## src/rtl/dma_chan.sv

```systemverilog
module dma_chan #(
  parameter int AW = 32,
  parameter int DW = 32,
  parameter int CW = 16
) (
  input  logic          clk,
  input  logic          rst_n,
  input  logic [AW-1:0] cfg_src,
  input  logic [AW-1:0] cfg_dst,
  input  logic [1:0]    cfg_size,
  input  logic          cfg_src_inc,
  input  logic          cfg_dst_inc,
  input  logic [CW-1:0] cfg_len,
  input  logic [CW-1:0] cfg_irq_at,
  input  logic          cfg_repeat,
  input  logic          cfg_hw_start,
  input  logic          cfg_fill,
  input  logic          cfg_idle_wait,
  input  logic [1:0]    cfg_burst,
  input  logic          cfg_en,
  input  logic          hw_req,
  input  logic          irq_clr,
  output logic          mem_req,
  output logic          mem_we,
  output logic [AW-1:0] mem_addr,
  output logic [DW-1:0] mem_wdata,
  output logic [1:0]    mem_size,
  input  logic [DW-1:0] mem_rdata,
  input  logic          mem_ready,
  output logic          irq
);
  typedef enum logic [1:0] {S_IDLE, S_RD, S_WR, S_GAP} st_t;

  st_t           st;
  logic [AW-1:0] cur_src, cur_dst;
  logic [CW-1:0] cnt;
  logic [DW-1:0] data_q;
  logic [2:0]    rem;
  logic          en_q, done, pend, irq_q;

  wire [AW-1:0] step    = (cfg_size == 2'd0) ? AW'(1) : (cfg_size == 2'd1) ? AW'(2) : AW'(4);
  wire [CW-1:0] cnt_inc = cnt + CW'(1);
  wire          wrap    = (cnt_inc == cfg_len);
  wire          fin     = wrap && !cfg_repeat;
  wire [CW-1:0] cnt_nx  = (wrap && cfg_repeat) ? '0 : cnt_inc;
  wire          hit     = (cfg_irq_at == '0) ? wrap : (cnt_inc == cfg_irq_at);
  wire [3:0]    bsz     = (cfg_burst == 2'd1) ? 4'd4 : (cfg_burst == 2'd2) ? 4'd8 : 4'd1;
  wire          b_ok    = (cfg_len & CW'(bsz - 4'd1)) == '0;
  wire [2:0]    rem_ini = b_ok ? 3'(bsz - 4'd1) : 3'd0;
  wire          fill_on = cfg_fill && !cfg_hw_start;
  wire          skip_i  = fill_on && (cnt != '0);
  wire          skip_w  = fill_on && (cnt_nx != '0);
  wire          more    = cfg_en && !fin && (rem != 3'd0 || !cfg_hw_start);
  wire          start   = cfg_en && en_q && !done && (!cfg_hw_start || hw_req);
  wire          rise    = cfg_en && !en_q;

  always_ff @(posedge clk or negedge rst_n) begin
    if (!rst_n) begin
      st      <= S_IDLE;
      cur_src <= '0;
      cur_dst <= '0;
      cnt     <= '0;
      data_q  <= '0;
      rem     <= '0;
      en_q    <= 1'b0;
      done    <= 1'b0;
      pend    <= 1'b0;
      irq_q   <= 1'b0;
    end else begin
      en_q <= cfg_en;
      if (irq_clr) irq_q <= 1'b0;
      if (st == S_WR && mem_ready && hit) irq_q <= 1'b1;
      if (rise) begin
        cur_src <= cfg_src;
        cur_dst <= cfg_dst;
        cnt     <= '0;
        done    <= 1'b0;
      end
      case (st)
        S_IDLE: if (start) begin
          rem <= cfg_hw_start ? rem_ini : 3'd0;
          st  <= skip_i ? S_WR : S_RD;
        end
        S_RD: if (mem_ready) begin
          data_q <= mem_rdata;
          st     <= S_WR;
        end
        S_WR: if (mem_ready) begin
          cnt  <= cnt_nx;
          done <= fin;
          if (wrap && cfg_repeat) begin
            cur_src <= cfg_src;
            cur_dst <= cfg_dst;
          end else begin
            cur_src <= cur_src + (cfg_src_inc ? step : '0);
            cur_dst <= cur_dst + (cfg_dst_inc ? step : '0);
          end
          if (rem != 3'd0) rem <= rem - 3'd1;
          if (cfg_idle_wait) begin
            pend <= more;
            st   <= S_GAP;
          end else begin
            st <= more ? (skip_w ? S_WR : S_RD) : S_IDLE;
          end
        end
        default: st <= (pend && cfg_en) ? (skip_i ? S_WR : S_RD) : S_IDLE;
      endcase
    end
  end

  assign mem_req   = (st == S_RD) || (st == S_WR);
  assign mem_we    = (st == S_WR);
  assign mem_addr  = (st == S_WR) ? cur_dst : cur_src;
  assign mem_wdata = data_q;
  assign mem_size  = cfg_size;
  assign irq       = irq_q;
endmodule

```

## config.mk

```make
export PLATFORM = sky130hd
export DESIGN_NAME = dma_chan
export DESIGN_NICKNAME = d
export VERILOG_FILES = /design/src/rtl/dma_chan.sv
export SDC_FILE = /design/constraint.sdc
export NUM_CORES = 1
export LEC_CHECK = 0
export BUFFER_PORTS_ARGS = -buffer_cell sky130_fd_sc_hd__buf_2
export CELL_PAD_IN_SITES_DETAIL_PLACEMENT = 0
export CELL_PAD_IN_SITES_GLOBAL_PLACEMENT = 1
export CORE_ASPECT_RATIO = 1.25
export CORE_UTILIZATION = 37
export CTS_BUF_LIST = sky130_fd_sc_hd__clkbuf_4 sky130_fd_sc_hd__clkbuf_8
export CTS_CLUSTER_DIAMETER = 50
export CTS_CLUSTER_SIZE = 12
export DETAILED_ROUTE_END_ITERATION = 16
export GPL_TIMING_DRIVEN = 0
export MAX_ROUTING_LAYER = met4
export PLACE_DENSITY_LB_ADDON = 0.05
export SLEW_MARGIN = 20
export SYNTH_ARGS = -nofsm -noshare
export SYNTH_HDL_FRONTEND = slang
export SYNTH_SLANG_ARGS = --single-unit
```

## constraint.sdc

```tcl
create_clock -name clk -period 2.9 [get_ports clk]
set_input_delay 0.145 -clock clk [delete_from_list [all_inputs] [get_ports clk]]
set_output_delay 0.145 -clock clk [all_outputs]
set_load 0.005 [all_outputs]
```

==> flow_summary.html, run 1 <==
<table>
<tr><th>Metric</th><th>Value</th></tr>
<tr><th colspan="2">Run status</th></tr>
<tr><td>Outcome</td><td>complete, but fails checks</td></tr>
<tr><td>Violated checks</td><td>negative setup slack</td></tr>
<tr><th colspan="2">Worst setup path</th></tr>
<tr><td>R2R setup slack</td><td>-0.04 ns</td></tr>
<tr><td>Nature of the critical path startpoint</td><td>register</td></tr>
<tr><td>R2R cell count</td><td>12</td></tr>
<tr><td>CP arrival</td><td>3.22 ns</td></tr>
<tr><td>R2r endpoint</td><td>cur_dst[1]$_DFF_PN0_</td></tr>
<tr><td>Worst Path Class, Setup</td><td>register to register</td></tr>
<tr><td>Startpoint of the worst-slack reg-to-reg timing path</td><td>cnt[0]$_DFF_PN0_</td></tr>
<tr><td>Crit Path Max Fanout</td><td>10</td></tr>
<tr><td>Data required, critical path</td><td>3.19 ns</td></tr>
<tr><td>Crit. End Element</td><td>register</td></tr>
<tr><th colspan="2">Global routing</th></tr>
<tr><td>First-pass GRT wire length</td><td>43410 um</td></tr>
<tr><td>Maximum number of pins on one net before global-route repair</td><td>68</td></tr>
<tr><td>Total overflow reported by the global router</td><td>0</td></tr>
<tr><td>Global Route Usage Sum</td><td>0.2514</td></tr>
<tr><td>Via count of the first global-routing pass</td><td>8200</td></tr>
<tr><td>Initial antenna violation count</td><td>0</td></tr>
<tr><th colspan="2">Drt</th></tr>
<tr><td>Post-Route WL</td><td>28880 um</td></tr>
<tr><td>Detailed-router iteration count before antenna repair</td><td>5</td></tr>
<tr><td>Count of nets left with antenna violations after detail routing</td><td>0</td></tr>
<tr><td>Count of unresolved DRC violations after routing</td><td>0</td></tr>
<tr><td>Number of vias per cell after detailed routing</td><td>5.262</td></tr>
<tr><td>Count of vias placed by the detailed router</td><td>8508</td></tr>
<tr><td>DRC violation total after the first TritonRoute iteration</td><td>558</td></tr>
<tr><td>Wire length per cell</td><td>17.86 um</td></tr>
<tr><th colspan="2">Floorplan</th></tr>
<tr><td>Die ar.</td><td>23230 um2</td></tr>
<tr><td>Width of the chip</td><td>136.5 um</td></tr>
<tr><td>Number of standard-cell rows in the floorplan</td><td>61</td></tr>
<tr><td>Core Footprint</td><td>22210 um2</td></tr>
<tr><td>Initial cell density of the core</td><td>0.3768</td></tr>
<tr><td>Top Ports</td><td>213</td></tr>
<tr><td>Overall die height</td><td>170.1 um</td></tr>
<tr><th colspan="2">Pwr</th></tr>
<tr><td>Standby leakage power</td><td>5.516 nW</td></tr>
<tr><td>PD cells</td><td>755.8 nW/um2</td></tr>
<tr><td>Post-route total power</td><td>0.009342 W</td></tr>
<tr><td>Worst VDD drop</td><td>0.3935 mV</td></tr>
<tr><td>Net Switching</td><td>0.003945 W</td></tr>
<tr><td>Fraction of power consumed by the clock network</td><td>0.164</td></tr>
<tr><td>Register share of total power</td><td>0.336</td></tr>
<tr><td>Internal power</td><td>0.005397 W</td></tr>
<tr><td>Share of power burned in combinational logic</td><td>0.500</td></tr>
<tr><td>Switching part of the total</td><td>0.4223</td></tr>
<tr><th colspan="2">Synthesis</th></tr>
<tr><td>Post-synth top flop</td><td>sky130_fd_sc_hd__dfrtp_1</td></tr>
<tr><td>Top cell types by occurrence after synthesis</td><td>sky130_fd_sc_hd__dfrtp_1, sky130_fd_sc_hd__inv_1, sky130_fd_sc_hd__nor2_1</td></tr>
<tr><td>Number of warnings printed during yosys synthesis</td><td>0</td></tr>
<tr><td>Leading post-synthesis cells by cell area</td><td>sky130_fd_sc_hd__dfrtp_1, sky130_fd_sc_hd__mux2_2, sky130_fd_sc_hd__xnor2_1</td></tr>
<tr><td>Synth unique cells</td><td>64</td></tr>
<tr><td>Top-count cell post-synth</td><td>sky130_fd_sc_hd__dfrtp_1</td></tr>
<tr><td>Proportion of netlist area held by the largest area contributor</td><td>0.3618</td></tr>
<tr><td>Mean instance size in the synthesized netlist</td><td>8.921 um2</td></tr>
<tr><td>Number of enable flip-flop cells after synthesis</td><td>0</td></tr>
<tr><td>Share of synthesized area occupied by flip-flops and latches</td><td>0.3618</td></tr>
<tr><td>Fraction of registers with async set or reset after synthesis</td><td>1.000</td></tr>
<tr><td>Flops &amp; latches, synth</td><td>121</td></tr>
<tr><td>Largest area contributor in the netlist</td><td>sky130_fd_sc_hd__dfrtp_1</td></tr>
<tr><td>Mapped Area</td><td>8368 um2</td></tr>
<tr><td>Synth Net Count</td><td>1100</td></tr>
<tr><td>Post-Synthesis Cells</td><td>938</td></tr>
<tr><th colspan="2">Timing</th></tr>
<tr><td>Pins Over Slew Limit</td><td>0</td></tr>
<tr><td>Transition at the pin with the smallest max-transition slack</td><td>0.9217 ns</td></tr>
<tr><td>Period Utilization, post-route</td><td>1.012</td></tr>
<tr><td>Headroom to the max-slew limit</td><td>0.3808</td></tr>
<tr><td>Clock skew after layout</td><td>0.02132 ns</td></tr>
<tr><td>Highest clock frequency the design can meet</td><td>340.7 MHz</td></tr>
<tr><td>Final hold violations</td><td>0</td></tr>
<tr><td>Final setup slack of the worst path</td><td>-0.03536 ns</td></tr>
<tr><td>Setup violations, final</td><td>18</td></tr>
<tr><td>Setup repair after global routing missed its margin</td><td>yes</td></tr>
<tr><td>Final critical delay including setup and external delays</td><td>2.935 ns</td></tr>
<tr><th colspan="2">Placed design</th></tr>
<tr><td>Gp weighted congestion</td><td>0.8712</td></tr>
<tr><td>Total placed cells including tap cells</td><td>1434</td></tr>
<tr><td>Port buffer count</td><td>212</td></tr>
<tr><td>Post-place setup slack</td><td>-0.8384 ns</td></tr>
<tr><td>DP HPWL</td><td>20210 um</td></tr>
<tr><th colspan="2">Clock tree</th></tr>
<tr><td>Buffer cell driving the clock tree root</td><td>sky130_fd_sc_hd__clkbuf_8</td></tr>
<tr><td>Total number of clock tree sinks</td><td>121</td></tr>
<tr><td>Clock-pin slew on the worst setup and hold paths</td><td>0.09 ns</td></tr>
<tr><td>Num CTS Buffers</td><td>17</td></tr>
<tr><td># H-tree levels</td><td>4</td></tr>
<tr><td>CTS tree</td><td>done</td></tr>
<tr><td>Number of buffers on the longest clock path</td><td>2</td></tr>
<tr><td>Clock network latency to the later pin of the worst-skew pair</td><td>0.46 ns</td></tr>
<tr><th colspan="2">Layout</th></tr>
<tr><td>Area growth from synthesis to layout</td><td>47.71%</td></tr>
<tr><td>Antenna diode count</td><td>0</td></tr>
<tr><td>Proportion of layout cells with a drive suffix above 1</td><td>0.3568</td></tr>
<tr><td>Post-route non-filler standard cell count</td><td>1617</td></tr>
<tr><td>Net total in the final layout</td><td>1483</td></tr>
<tr><th colspan="2">Worst hold path</th></tr>
<tr><td>Min-Delay Path Depth</td><td>4</td></tr>
<tr><td>Hold EP</td><td>irq$_DFFE_PN0P_</td></tr>
<tr><td>Hold crit path type</td><td>input port to register</td></tr>
<tr><td>Startpoint of the tightest hold check path</td><td>cfg_irq_at[9]</td></tr>
<tr><th colspan="2">Flow run</th></tr>
<tr><td>Number of max-cap violations</td><td>0</td></tr>
</table>
worst max-delay path, stage by stage (launching register included):
cell and delay [ns]:
sky130_fd_sc_hd__dfrtp_1 0.42, sky130_fd_sc_hd__buf_6 0.14, sky130_fd_sc_hd__buf_4 0.10, sky130_fd_sc_hd__and4_4 0.32, sky130_fd_sc_hd__nand3_4 0.11, sky130_fd_sc_hd__mux2i_2 0.19
sky130_fd_sc_hd__a211o_1 0.29, sky130_fd_sc_hd__nor4_2 0.28, sky130_fd_sc_hd__nand4_1 0.27, sky130_fd_sc_hd__o22ai_4 0.22, sky130_fd_sc_hd__buf_12 0.19, sky130_fd_sc_hd__buf_12 0.16
sky130_fd_sc_hd__a222oi_1 0.07
flip-flops by register name (all words and copies together), names as in the netlist:
signal,count
mem_wdata,32
rem,3
cur_src,32
done,1
pend,1
en_q,1
cur_dst,32
irq,1
st,2
cnt,16
power groups by stage:
stage / Combinational (W) / Sequential, W / Clock (W)
after floorplan: 0.00268 / 0.00301 / 0
after global routing: 0.00516 / 0.00327 / 0.00163
after CTS: 0.00440 / 0.00312 / 0.00157
final: 0.00467 / 0.00314 / 0.00153
after global placement: 0.00410 / 0.00315 / 0
after detailed placement: 0.00412 / 0.00316 / 0
metal layers:
metal,wire length (um),share of wire,track usage
met3,1070,0.037,0.02860
met5,0,0,-
met1,12180,0.42,0.3033
met4,705,0.024,0.07005
met2,14920,0.52,0.4381
per-stage QoR:
| stage | cell area (um2) | setup TNS (ns) | util | hold slack, ns |
|---|---|---|---|---|
| after global placement | 9808 | -81.36 | 0.4416 | 0.3468 |
| after CTS | 11670 | -0.6061 | 0.5253 | 0.02591 |
| final | 12360 | -0.1760 | 0.5565 | 0.05423 |
| after floorplan | 8393 | 0 | - | -0.1506 |
| after detailed placement | 9846 | -59.18 | 0.4433 | 0.1010 |
| after global routing | 12360 | -6.031 | 0.5565 | 0.07593 |
placed cells by master, fill, tap and decap left out, types with 15 or more instances in the layout:
cell type                       instances
sky130_fd_sc_hd__a21oi_1               19
sky130_fd_sc_hd__a221oi_1              36
sky130_fd_sc_hd__a221oi_2              16
sky130_fd_sc_hd__and3_1                15
sky130_fd_sc_hd__buf_2                215
sky130_fd_sc_hd__buf_4                 46
sky130_fd_sc_hd__buf_6                 15
sky130_fd_sc_hd__clkbuf_1              15
sky130_fd_sc_hd__clkbuf_8              18
sky130_fd_sc_hd__dfrtp_1              118
sky130_fd_sc_hd__dlygate4sd3_1         99
sky130_fd_sc_hd__inv_1                 90
sky130_fd_sc_hd__mux2_2                59
sky130_fd_sc_hd__nand2_1               64
sky130_fd_sc_hd__nand3_1               33
sky130_fd_sc_hd__nand4_1               31
sky130_fd_sc_hd__nor2_1                85
sky130_fd_sc_hd__o21ai_0               24
sky130_fd_sc_hd__xnor2_1               45
sky130_fd_sc_hd__xor2_1                48
cell families (layout without fill, tap and decap cells):
group           after synthesis  after routing  share of synthesized area
xor+xnor                     98             98                     0.1042
mux                          63             63                    0.08433
simple gates                329            329                     0.2014
fa+ha+maj                    18             18                    0.02871
buf+inv                     146            542                    0.07132
flops                       121            121                     0.3618
compound gates              163            163                     0.1482
what timing repair did:
action	4_1_cts	5_1_grt
pin swaps	16	30
gates cloned	0	5
setup endpoints to repair	89	85
setup buffers	24	27
gates resized for setup	73	96
endpoints found under the hold margin	152	0
hold buffers	99	0
final cells by class:
| class | count | area, um2 |
|---|---|---|
| Buffer | 52 | 446.7 |
| Multi-Input combinational cell | 671 | 5176 |
| Tap cell | 283 | 354.1 |
| Clock inverter | 15 | 148.9 |
| Clock buffer | 17 | 234.0 |
| Inverter | 90 | 337.8 |
| Sequential cell | 121 | 3032 |
| Fill cell | 2056 | 9849 |
| Timing Repair Buffer | 368 | 2631 |
worst max-delay path by stage:
stage,from,endpoint
2_1_floorplan,cnt[1]$_DFF_PN0_,cnt[3]$_DFF_PN0_
3_3_place_gp,cnt[6]$_DFF_PN0_,cur_dst[1]$_DFF_PN0_
3_5_place_dp,cnt[6]$_DFF_PN0_,cur_dst[1]$_DFF_PN0_
4_1_cts,cnt[6]$_DFF_PN0_,cur_dst[1]$_DFF_PN0_
5_1_grt,cnt[0]$_DFF_PN0_,cur_src[23]$_DFF_PN0_
6_report,cnt[0]$_DFF_PN0_,cur_dst[1]$_DFF_PN0_
No activity file was read; power rests on OpenSTA's default activity.
==> run 2: changes to the inputs <==
Settings changed: PLACE_DENSITY_LB_ADDON 0.05 to 0.1.
==> flow_summary.html, run 2 (synthesized netlist as in run 1, its figures left out) <==
<table>
<tr><th>Metric</th><th>Value</th></tr>
<tr><th colspan="2">Timing</th></tr>
<tr><td>Setup_tns</td><td>0 ns</td></tr>
<tr><td>Period Utilization, post-route</td><td>0.9972</td></tr>
<tr><td>Pins Over Slew Limit</td><td>0</td></tr>
<tr><td>Final hold violations</td><td>0</td></tr>
<tr><td>Final critical delay including setup and external delays</td><td>2.892 ns</td></tr>
<tr><td>Highest clock frequency the design can meet</td><td>345.8 MHz</td></tr>
<tr><td>Headroom to the max-slew limit</td><td>0.3122</td></tr>
<tr><td>Clock skew after layout</td><td>0.02081 ns</td></tr>
<tr><td>Transition at the pin with the smallest max-transition slack</td><td>1.024 ns</td></tr>
<tr><td>Setup repair after global routing missed its margin</td><td>yes</td></tr>
<tr><td>Setup violations, final</td><td>0</td></tr>
<tr><th colspan="2">Pwr</th></tr>
<tr><td>Worst VDD drop</td><td>0.4068 mV</td></tr>
<tr><td>Switching part of the total</td><td>0.4140</td></tr>
<tr><td>Register share of total power</td><td>0.332</td></tr>
<tr><td>Standby leakage power</td><td>5.520 nW</td></tr>
<tr><td>PD cells</td><td>772.6 nW/um2</td></tr>
<tr><td>Post-route total power</td><td>0.009527 W</td></tr>
<tr><td>Net Switching</td><td>0.003944 W</td></tr>
<tr><td>Internal power</td><td>0.005583 W</td></tr>
<tr><td>Share of power burned in combinational logic</td><td>0.495</td></tr>
<tr><td>Fraction of power consumed by the clock network</td><td>0.173</td></tr>
<tr><th colspan="2">Worst setup path</th></tr>
<tr><td>Nature of the critical path startpoint</td><td>register</td></tr>
<tr><td>Crit. End Element</td><td>register</td></tr>
<tr><td>Startpoint of the worst-slack reg-to-reg timing path</td><td>cnt[1]$_DFF_PN0_</td></tr>
<tr><td>Worst Path Class, Setup</td><td>register to register</td></tr>
<tr><td>Cells along the critical path</td><td>buf_6 -&gt; nand4_4 -&gt; nor4_4 -&gt; xnor2_2 -&gt; buf_4 -&gt; xor2_1 -&gt; and4b_1 -&gt; nand4_1 -&gt; o22ai_4 -&gt; buf_12 -&gt; buf_6 -&gt; a221oi_1</td></tr>
<tr><td>Most Frequent Cell on Critical Path</td><td>sky130_fd_sc_hd__buf_6</td></tr>
<tr><td>Data required, critical path</td><td>3.22 ns</td></tr>
<tr><td>CP Launch Point</td><td>cnt[1]$_DFF_PN0_</td></tr>
<tr><td>Cell with the biggest individual delay on the critical path</td><td>sky130_fd_sc_hd__dfrtp_2</td></tr>
<tr><td>Largest stage delay, worst path</td><td>0.43 ns</td></tr>
<tr><td>CP arrival</td><td>3.21 ns</td></tr>
<tr><td>Crit Path Max Fanout</td><td>10</td></tr>
<tr><th colspan="2">Clock tree</th></tr>
<tr><td>Num CTS Buffers</td><td>17</td></tr>
<tr><td>Clock-pin slew on the worst setup and hold paths</td><td>0.08 ns</td></tr>
<tr><td># H-tree levels</td><td>4</td></tr>
<tr><td>Clock network latency to the later pin of the worst-skew pair</td><td>0.46 ns</td></tr>
<tr><td>Total number of clock tree sinks</td><td>121</td></tr>
<tr><td>Buffer cell driving the clock tree root</td><td>sky130_fd_sc_hd__clkbuf_8</td></tr>
<tr><td>Number of buffers on the longest clock path</td><td>2</td></tr>
<tr><td>CTS tree</td><td>done</td></tr>
<tr><th colspan="2">Placed design</th></tr>
<tr><td>Port buffer count</td><td>212</td></tr>
<tr><td>Placed cell areas</td><td>9846 um2</td></tr>
<tr><td>Gp weighted congestion</td><td>0.8665</td></tr>
<tr><td>DP HPWL</td><td>20550 um</td></tr>
<tr><th colspan="2">Flow run</th></tr>
<tr><td>Number of max-cap violations</td><td>0</td></tr>
<tr><th colspan="2">Layout</th></tr>
<tr><td>Highest-count cells in the layout ignoring fill and taps</td><td>sky130_fd_sc_hd__buf_2, sky130_fd_sc_hd__dfrtp_1, sky130_fd_sc_hd__dlygate4sd3_1</td></tr>
<tr><td>Area growth from synthesis to layout</td><td>47.37%</td></tr>
<tr><td>Final core area utilization</td><td>0.5552</td></tr>
<tr><td>Combined area of the multi-input logic cells</td><td>5134 um2</td></tr>
<tr><td>Cell area after layout</td><td>12330 um2</td></tr>
<tr><td>Commonest non-fill, non-tap cell in the layout</td><td>sky130_fd_sc_hd__buf_2</td></tr>
<tr><td>Total of fill cells in the finished design</td><td>2064</td></tr>
<tr><td>Net total in the final layout</td><td>1482</td></tr>
<tr><td>Antenna diode count</td><td>0</td></tr>
<tr><td>Storage cell area</td><td>3033 um2</td></tr>
<tr><td>Proportion of layout cells with a drive suffix above 1</td><td>0.3541</td></tr>
<tr><th colspan="2">Global routing</th></tr>
<tr><td>Via count of the first global-routing pass</td><td>8270</td></tr>
<tr><td>Total overflow reported by the global router</td><td>0</td></tr>
<tr><td>Global Route Usage Sum</td><td>0.2577</td></tr>
<tr><td>Initial antenna violation count</td><td>0</td></tr>
<tr><td>First-pass GRT wire length</td><td>44290 um</td></tr>
<tr><td>Maximum number of pins on one net before global-route repair</td><td>87</td></tr>
<tr><th colspan="2">Worst hold path</th></tr>
<tr><td>Hold crit path type</td><td>input port to register</td></tr>
<tr><td>Startpoint of the tightest hold check path</td><td>irq_clr</td></tr>
<tr><th colspan="2">Drt</th></tr>
<tr><td>Count of unresolved DRC violations after routing</td><td>0</td></tr>
<tr><td>Detailed-router iteration count before antenna repair</td><td>5</td></tr>
<tr><td>DRC violation total after the first TritonRoute iteration</td><td>441</td></tr>
<tr><td>Number of vias per cell after detailed routing</td><td>5.235</td></tr>
<tr><td>Wire length per cell</td><td>17.91 um</td></tr>
<tr><td>Post-Route WL</td><td>28950 um</td></tr>
<tr><td>Count of nets left with antenna violations after detail routing</td><td>0</td></tr>
<tr><td>Count of vias placed by the detailed router</td><td>8460</td></tr>
<tr><th colspan="2">Floorplan</th></tr>
<tr><td>Top Ports</td><td>213</td></tr>
<tr><td>Overall die height</td><td>170.1 um</td></tr>
<tr><td>Number of standard-cell rows in the floorplan</td><td>61</td></tr>
<tr><td>Initial cell density of the core</td><td>0.3768</td></tr>
<tr><td>Width of the chip</td><td>136.5 um</td></tr>
<tr><td>Die ar.</td><td>23230 um2</td></tr>
<tr><td>Core Footprint</td><td>22210 um2</td></tr>
<tr><th colspan="2">Run status</th></tr>
<tr><td>Outcome</td><td>finished, final reports clean</td></tr>
</table>
==> run 2: cell types whose count changed in the layout (fill, tap and decap cells not counted), moves of 3 or more <==
cell	previous run	this run
sky130_fd_sc_hd__a21oi_2	0	3
sky130_fd_sc_hd__a221oi_2	16	19
sky130_fd_sc_hd__a221oi_1	36	33
sky130_fd_sc_hd__o21ai_2	3	0
sky130_fd_sc_hd__clkbuf_2	5	8
sky130_fd_sc_hd__o21ai_0	24	29
sky130_fd_sc_hd__a21oi_1	19	16
==> run 2: cell type report <==
| type | count | area share |
|---|---|---|
| repair buffers | 368 | 0.2144 |
| plain buffers | 51 | 0.03379 |
| inverters | 90 | 0.02739 |
| clock inverters | 15 | 0.01451 |
| flip-flops and latches | 121 | 0.2459 |
| clock buffers | 17 | 0.01897 |
| well taps | 283 | 0.02871 |
| multi-input cells | 671 | 0.4163 |
==> run 2: critical path: cells and delay by family, from the launching register on <==
family | cells | cell delay (ns)
simple gates | 4 | 1.04
buf+inv | 4 | 0.67
flops | 1 | 0.43
xor+xnor | 2 | 0.32
compound gates | 2 | 0.30
==> run 2: power groups by stage <==
stage                     clock network (W)  logic, W  registers (W)
after global placement                    0   0.00410        0.00317
after floorplan                           0   0.00268        0.00301
after detailed placement                  0   0.00413        0.00319
final                               0.00165   0.00471        0.00316
after global routing                0.00176   0.00515        0.00328
after CTS                           0.00170   0.00448        0.00315
==> run 2: final timing paths <==
path / end / slack, ns / depth (start not counted)
min in group asynchronous: mem_wdata[13]$_DFFE_PN0P_ / 0.15 / 2
worst min register to register: done$_DFF_PN0_ / 0.49 / 2
max in group asynchronous: cur_src[16]$_DFF_PN0_ / 1.97 / 3
worst min-delay path: irq$_DFFE_PN0P_ / 0.06 / 4
worst max-delay path: cur_dst[18]$_DFF_PN0_ / 0.008 / 12
worst max register to register: cur_dst[18]$_DFF_PN0_ / 0.008 / 12
==> run 2: layer usage <==
metal / vias to the layer above / share of wire / GRT usage
met4: 0 / 0.021 / 0.08696
met3: 35 / 0.036 / 0.03307
met5: - / 0 / -
li1: 4118 / - / -
met2: 216 / 0.53 / 0.4538
met1: 4091 / 0.42 / 0.2988
==> run 2: stage by stage <==
| stage | worst slack [ns] | std cells | hold WS (ns) |
|---|---|---|---|
| after detailed placement | -0.7494 | 1434 | 0.05052 |
| final | 0.008222 | 1616 | 0.05518 |
| after global routing | -0.08542 | 1616 | 0.06851 |
| after global placement | -0.7856 | 1433 | 0.3578 |
| after CTS | -0.01158 | 1593 | 0.01553 |
| after floorplan | 0.03519 | 938 | -0.1506 |
==> run 2: what timing repair did <==
action | 4_1_cts | 5_1_grt
gates cloned | 2 | 3
hold buffers | 99 | 0
setup buffers | 30 | 21
pin swaps | 15 | 33
gates resized for setup | 67 | 88
endpoints found under the hold margin | 179 | 0
setup endpoints to repair | 89 | 83
==> run 3: changes to the inputs <==
Settings changed: PLACE_DENSITY set to 0.76, PLACE_DENSITY_LB_ADDON 0.1 to unset.
==> flow_summary.html, run 3 (synthesized netlist as in run 1, its figures left out) <==
<table>
<tr><th>Metric</th><th>Value</th></tr>
<tr><th colspan="2">Timing</th></tr>
<tr><td>Transition at the pin with the smallest max-transition slack</td><td>1.040 ns</td></tr>
<tr><td>Clock skew after layout</td><td>0.01560 ns</td></tr>
<tr><td>Period Utilization, post-route</td><td>1.006</td></tr>
<tr><td>Final critical delay including setup and external delays</td><td>2.918 ns</td></tr>
<tr><td>Worst slack on hold paths</td><td>0.03578 ns</td></tr>
<tr><td>Headroom to the max-slew limit</td><td>0.3010</td></tr>
<tr><td>Highest clock frequency the design can meet</td><td>342.7 MHz</td></tr>
<tr><td>Final setup slack of the worst path</td><td>-0.01821 ns</td></tr>
<tr><td>Setup repair after global routing missed its margin</td><td>yes</td></tr>
<tr><td>Pins Over Slew Limit</td><td>0</td></tr>
<tr><td>Setup violations, final</td><td>4</td></tr>
<tr><td>Final hold violations</td><td>0</td></tr>
<tr><th colspan="2">Clock tree</th></tr>
<tr><td>Total number of clock tree sinks</td><td>121</td></tr>
<tr><td># H-tree levels</td><td>4</td></tr>
<tr><td>Clock-pin slew on the worst setup and hold paths</td><td>0.09 ns</td></tr>
<tr><td>Num CTS Buffers</td><td>17</td></tr>
<tr><td>Clock network latency to the later pin of the worst-skew pair</td><td>0.45 ns</td></tr>
<tr><td>Buffer cell driving the clock tree root</td><td>sky130_fd_sc_hd__clkbuf_8</td></tr>
<tr><td>CTS tree</td><td>done</td></tr>
<tr><td>Number of buffers on the longest clock path</td><td>2</td></tr>
<tr><th colspan="2">Layout</th></tr>
<tr><td>Total of fill cells in the finished design</td><td>2041</td></tr>
<tr><td>Post-route non-filler standard cell count</td><td>1603</td></tr>
<tr><td>Proportion of layout cells with a drive suffix above 1</td><td>0.3477</td></tr>
<tr><td>Area growth from synthesis to layout</td><td>44.98%</td></tr>
<tr><td>Antenna diode count</td><td>0</td></tr>
<tr><td>Net total in the final layout</td><td>1469</td></tr>
<tr><td>Highest-count cells in the layout ignoring fill and taps</td><td>sky130_fd_sc_hd__buf_2, sky130_fd_sc_hd__dfrtp_1, sky130_fd_sc_hd__dlygate4sd3_1</td></tr>
<tr><td>Cell area after layout</td><td>12130 um2</td></tr>
<tr><td>Commonest non-fill, non-tap cell in the layout</td><td>sky130_fd_sc_hd__buf_2</td></tr>
<tr><th colspan="2">Placed design</th></tr>
<tr><td>Port buffer count</td><td>212</td></tr>
<tr><td>Gp weighted congestion</td><td>0.9111</td></tr>
<tr><td>Placed cell areas</td><td>9846 um2</td></tr>
<tr><td>DP HPWL</td><td>20090 um</td></tr>
<tr><td>Total placed cells including tap cells</td><td>1434</td></tr>
<tr><th colspan="2">Global routing</th></tr>
<tr><td>Via count of the first global-routing pass</td><td>8417</td></tr>
<tr><td>Maximum number of pins on one net before global-route repair</td><td>85</td></tr>
<tr><td>Global Route Usage Sum</td><td>0.2521</td></tr>
<tr><td>Total overflow reported by the global router</td><td>0</td></tr>
<tr><td>First-pass GRT wire length</td><td>43970 um</td></tr>
<tr><td>Initial antenna violation count</td><td>0</td></tr>
<tr><th colspan="2">Drt</th></tr>
<tr><td>Wire length per cell</td><td>17.81 um</td></tr>
<tr><td>Detailed-router iteration count before antenna repair</td><td>6</td></tr>
<tr><td>Number of vias per cell after detailed routing</td><td>5.298</td></tr>
<tr><td>Count of vias placed by the detailed router</td><td>8493</td></tr>
<tr><td>Count of nets left with antenna violations after detail routing</td><td>0</td></tr>
<tr><td>Post-Route WL</td><td>28550 um</td></tr>
<tr><td>DRC violation total after the first TritonRoute iteration</td><td>436</td></tr>
<tr><td>Count of unresolved DRC violations after routing</td><td>0</td></tr>
<tr><th colspan="2">Floorplan</th></tr>
<tr><td>Core Footprint</td><td>22210 um2</td></tr>
<tr><td>Number of standard-cell rows in the floorplan</td><td>61</td></tr>
<tr><td>Initial cell density of the core</td><td>0.3768</td></tr>
<tr><td>Overall die height</td><td>170.1 um</td></tr>
<tr><td>Die ar.</td><td>23230 um2</td></tr>
<tr><td>Width of the chip</td><td>136.5 um</td></tr>
<tr><td>Top Ports</td><td>213</td></tr>
<tr><th colspan="2">Worst hold path</th></tr>
<tr><td>Hold crit path type</td><td>input port to register</td></tr>
<tr><th colspan="2">Pwr</th></tr>
<tr><td>Worst VDD drop</td><td>0.4683 mV</td></tr>
<tr><td>Standby leakage power</td><td>5.402 nW</td></tr>
<tr><td>PD cells</td><td>780.2 nW/um2</td></tr>
<tr><th colspan="2">Run status</th></tr>
<tr><td>Outcome</td><td>complete, but fails checks</td></tr>
<tr><td>Violated checks</td><td>negative setup slack</td></tr>
<tr><th colspan="2">Flow run</th></tr>
<tr><td>Number of max-cap violations</td><td>0</td></tr>
<tr><th colspan="2">Worst setup path</th></tr>
<tr><td>Nature of the critical path startpoint</td><td>register</td></tr>
<tr><td>Crit Path Max Fanout</td><td>10</td></tr>
<tr><td>Worst Path Class, Setup</td><td>register to register</td></tr>
<tr><td>Cell with the biggest individual delay on the critical path</td><td>sky130_fd_sc_hd__nor4_4</td></tr>
<tr><td>R2R setup slack</td><td>-0.02 ns</td></tr>
<tr><td>Cells along the critical path</td><td>buf_6 -&gt; nand4_4 -&gt; nor4_4 -&gt; xnor2_2 -&gt; buf_4 -&gt; xor2_1 -&gt; and4b_1 -&gt; nand4_1 -&gt; o22ai_4 -&gt; buf_12 -&gt; buf_6 -&gt; a222oi_1</td></tr>
<tr><td>Largest stage delay, worst path</td><td>0.43 ns</td></tr>
<tr><td>Data required, critical path</td><td>3.19 ns</td></tr>
<tr><td>CP arrival</td><td>3.21 ns</td></tr>
<tr><td>Crit. End Element</td><td>register</td></tr>
<tr><td>Most Frequent Cell on Critical Path</td><td>sky130_fd_sc_hd__buf_6</td></tr>
</table>
run 3: changes by cell type in the layout (fill, tap and decap cells not counted), moves of 2 or more:
cell	change
sky130_fd_sc_hd__xnor2_1	+2
sky130_fd_sc_hd__o311ai_0	+2
sky130_fd_sc_hd__clkbuf_2	-2
sky130_fd_sc_hd__buf_8	-2
sky130_fd_sc_hd__buf_6	-2
sky130_fd_sc_hd__o21ai_1	-2
sky130_fd_sc_hd__nor3_2	+2
sky130_fd_sc_hd__o21ai_2	+4
sky130_fd_sc_hd__o311ai_1	-2
sky130_fd_sc_hd__buf_16	-2
sky130_fd_sc_hd__buf_4	-2
sky130_fd_sc_hd__o21ai_0	-2
sky130_fd_sc_hd__xnor2_2	-2
sky130_fd_sc_hd__clkbuf_4	-2
run 3: critical path: cells and delay by family (launching register included):
kind	cells	cell delay, ns
and+or+nand+nor	4	1.11
buffers and inverters	4	0.65
DFF	1	0.40
xor gates and xnor gates	2	0.30
AOI/OAI and AO/OA	2	0.29
run 3: worst paths after layout:
check,from,endpoint,depth (start not counted)
min in group asynchronous,rst_n,mem_wdata[7]$_DFFE_PN0P_,2
hold / removal,cfg_irq_at[10],irq$_DFFE_PN0P_,4
setup / recovery,cnt[0]$_DFF_PN0_,cur_dst[1]$_DFF_PN0_,12
max in group asynchronous,rst_n,cnt[10]$_DFF_PN0_,3
hold reg to reg,pend$_DFFE_PN0P_,pend$_DFFE_PN0P_,2
setup reg to reg,cnt[0]$_DFF_PN0_,cur_dst[1]$_DFF_PN0_,12
run 3: area by class of cell:
class / instances / area (um2) / area share
well taps: 283 / 354.1 / 0.02919
multi-input cells: 671 / 5121 / 0.4221
repair buffers: 354 / 2497 / 0.2059
clock inverters: 15 / 178.9 / 0.01475
flip-flops and latches: 121 / 3033 / 0.2500
clock buffers: 17 / 234.0 / 0.01929
plain buffers: 52 / 375.4 / 0.03094
inverters: 90 / 337.8 / 0.02785
run 3: report_power, final:
part | total, W | leakage, nW | switching (W) | internal, W
Combinational | 0.00466 | 3.80 | 0.00234 | 0.00232
Sequential | 0.00316 | 1.40 | 0.000751 | 0.00241
Clock | 0.00164 | 0.204 | 0.000845 | 0.000799
Total | 0.00947 | 5.40 | 0.00393 | 0.00553
run 3: metrics by stage:
| stage | setup slack, ns | util | power (W) | setup TNS [ns] |
|---|---|---|---|---|
| 6_report | -0.01821 | 0.5462 | 0.009466 | -0.05048 |
| 5_1_grt | -0.1156 | 0.5462 | 0.01013 | -3.790 |
| 4_1_cts | 0.001624 | 0.5259 | 0.009223 | 0 |
| 3_5_place_dp | -0.7693 | 0.4433 | 0.007289 | -53.21 |
| 3_3_place_gp | -0.7487 | 0.4416 | 0.007210 | -61.27 |
| 2_1_floorplan | 0.03519 | - | 0.005688 | 0 |
run 3: timing repair:
action / CTS / global route
cloned: 1 / 2
buffers inserted: 24 / 15
gates resized for setup: 69 / 68
hold buffers: 99 / 0
endpoints found under the hold margin: 219 / 0
pin swaps: 13 / 24
setup endpoints to repair: 89 / 83
run 3: per-layer routing:
metal / vias to the layer above / routed length [um] / track usage
li1: 4090 / - / -
met1: 4116 / 11850 / 0.2997
met2: 249 / 15080 / 0.4427
met3: 38 / 1120 / 0.02741
met4: 0 / 497 / 0.07681
met5: - / 0 / -
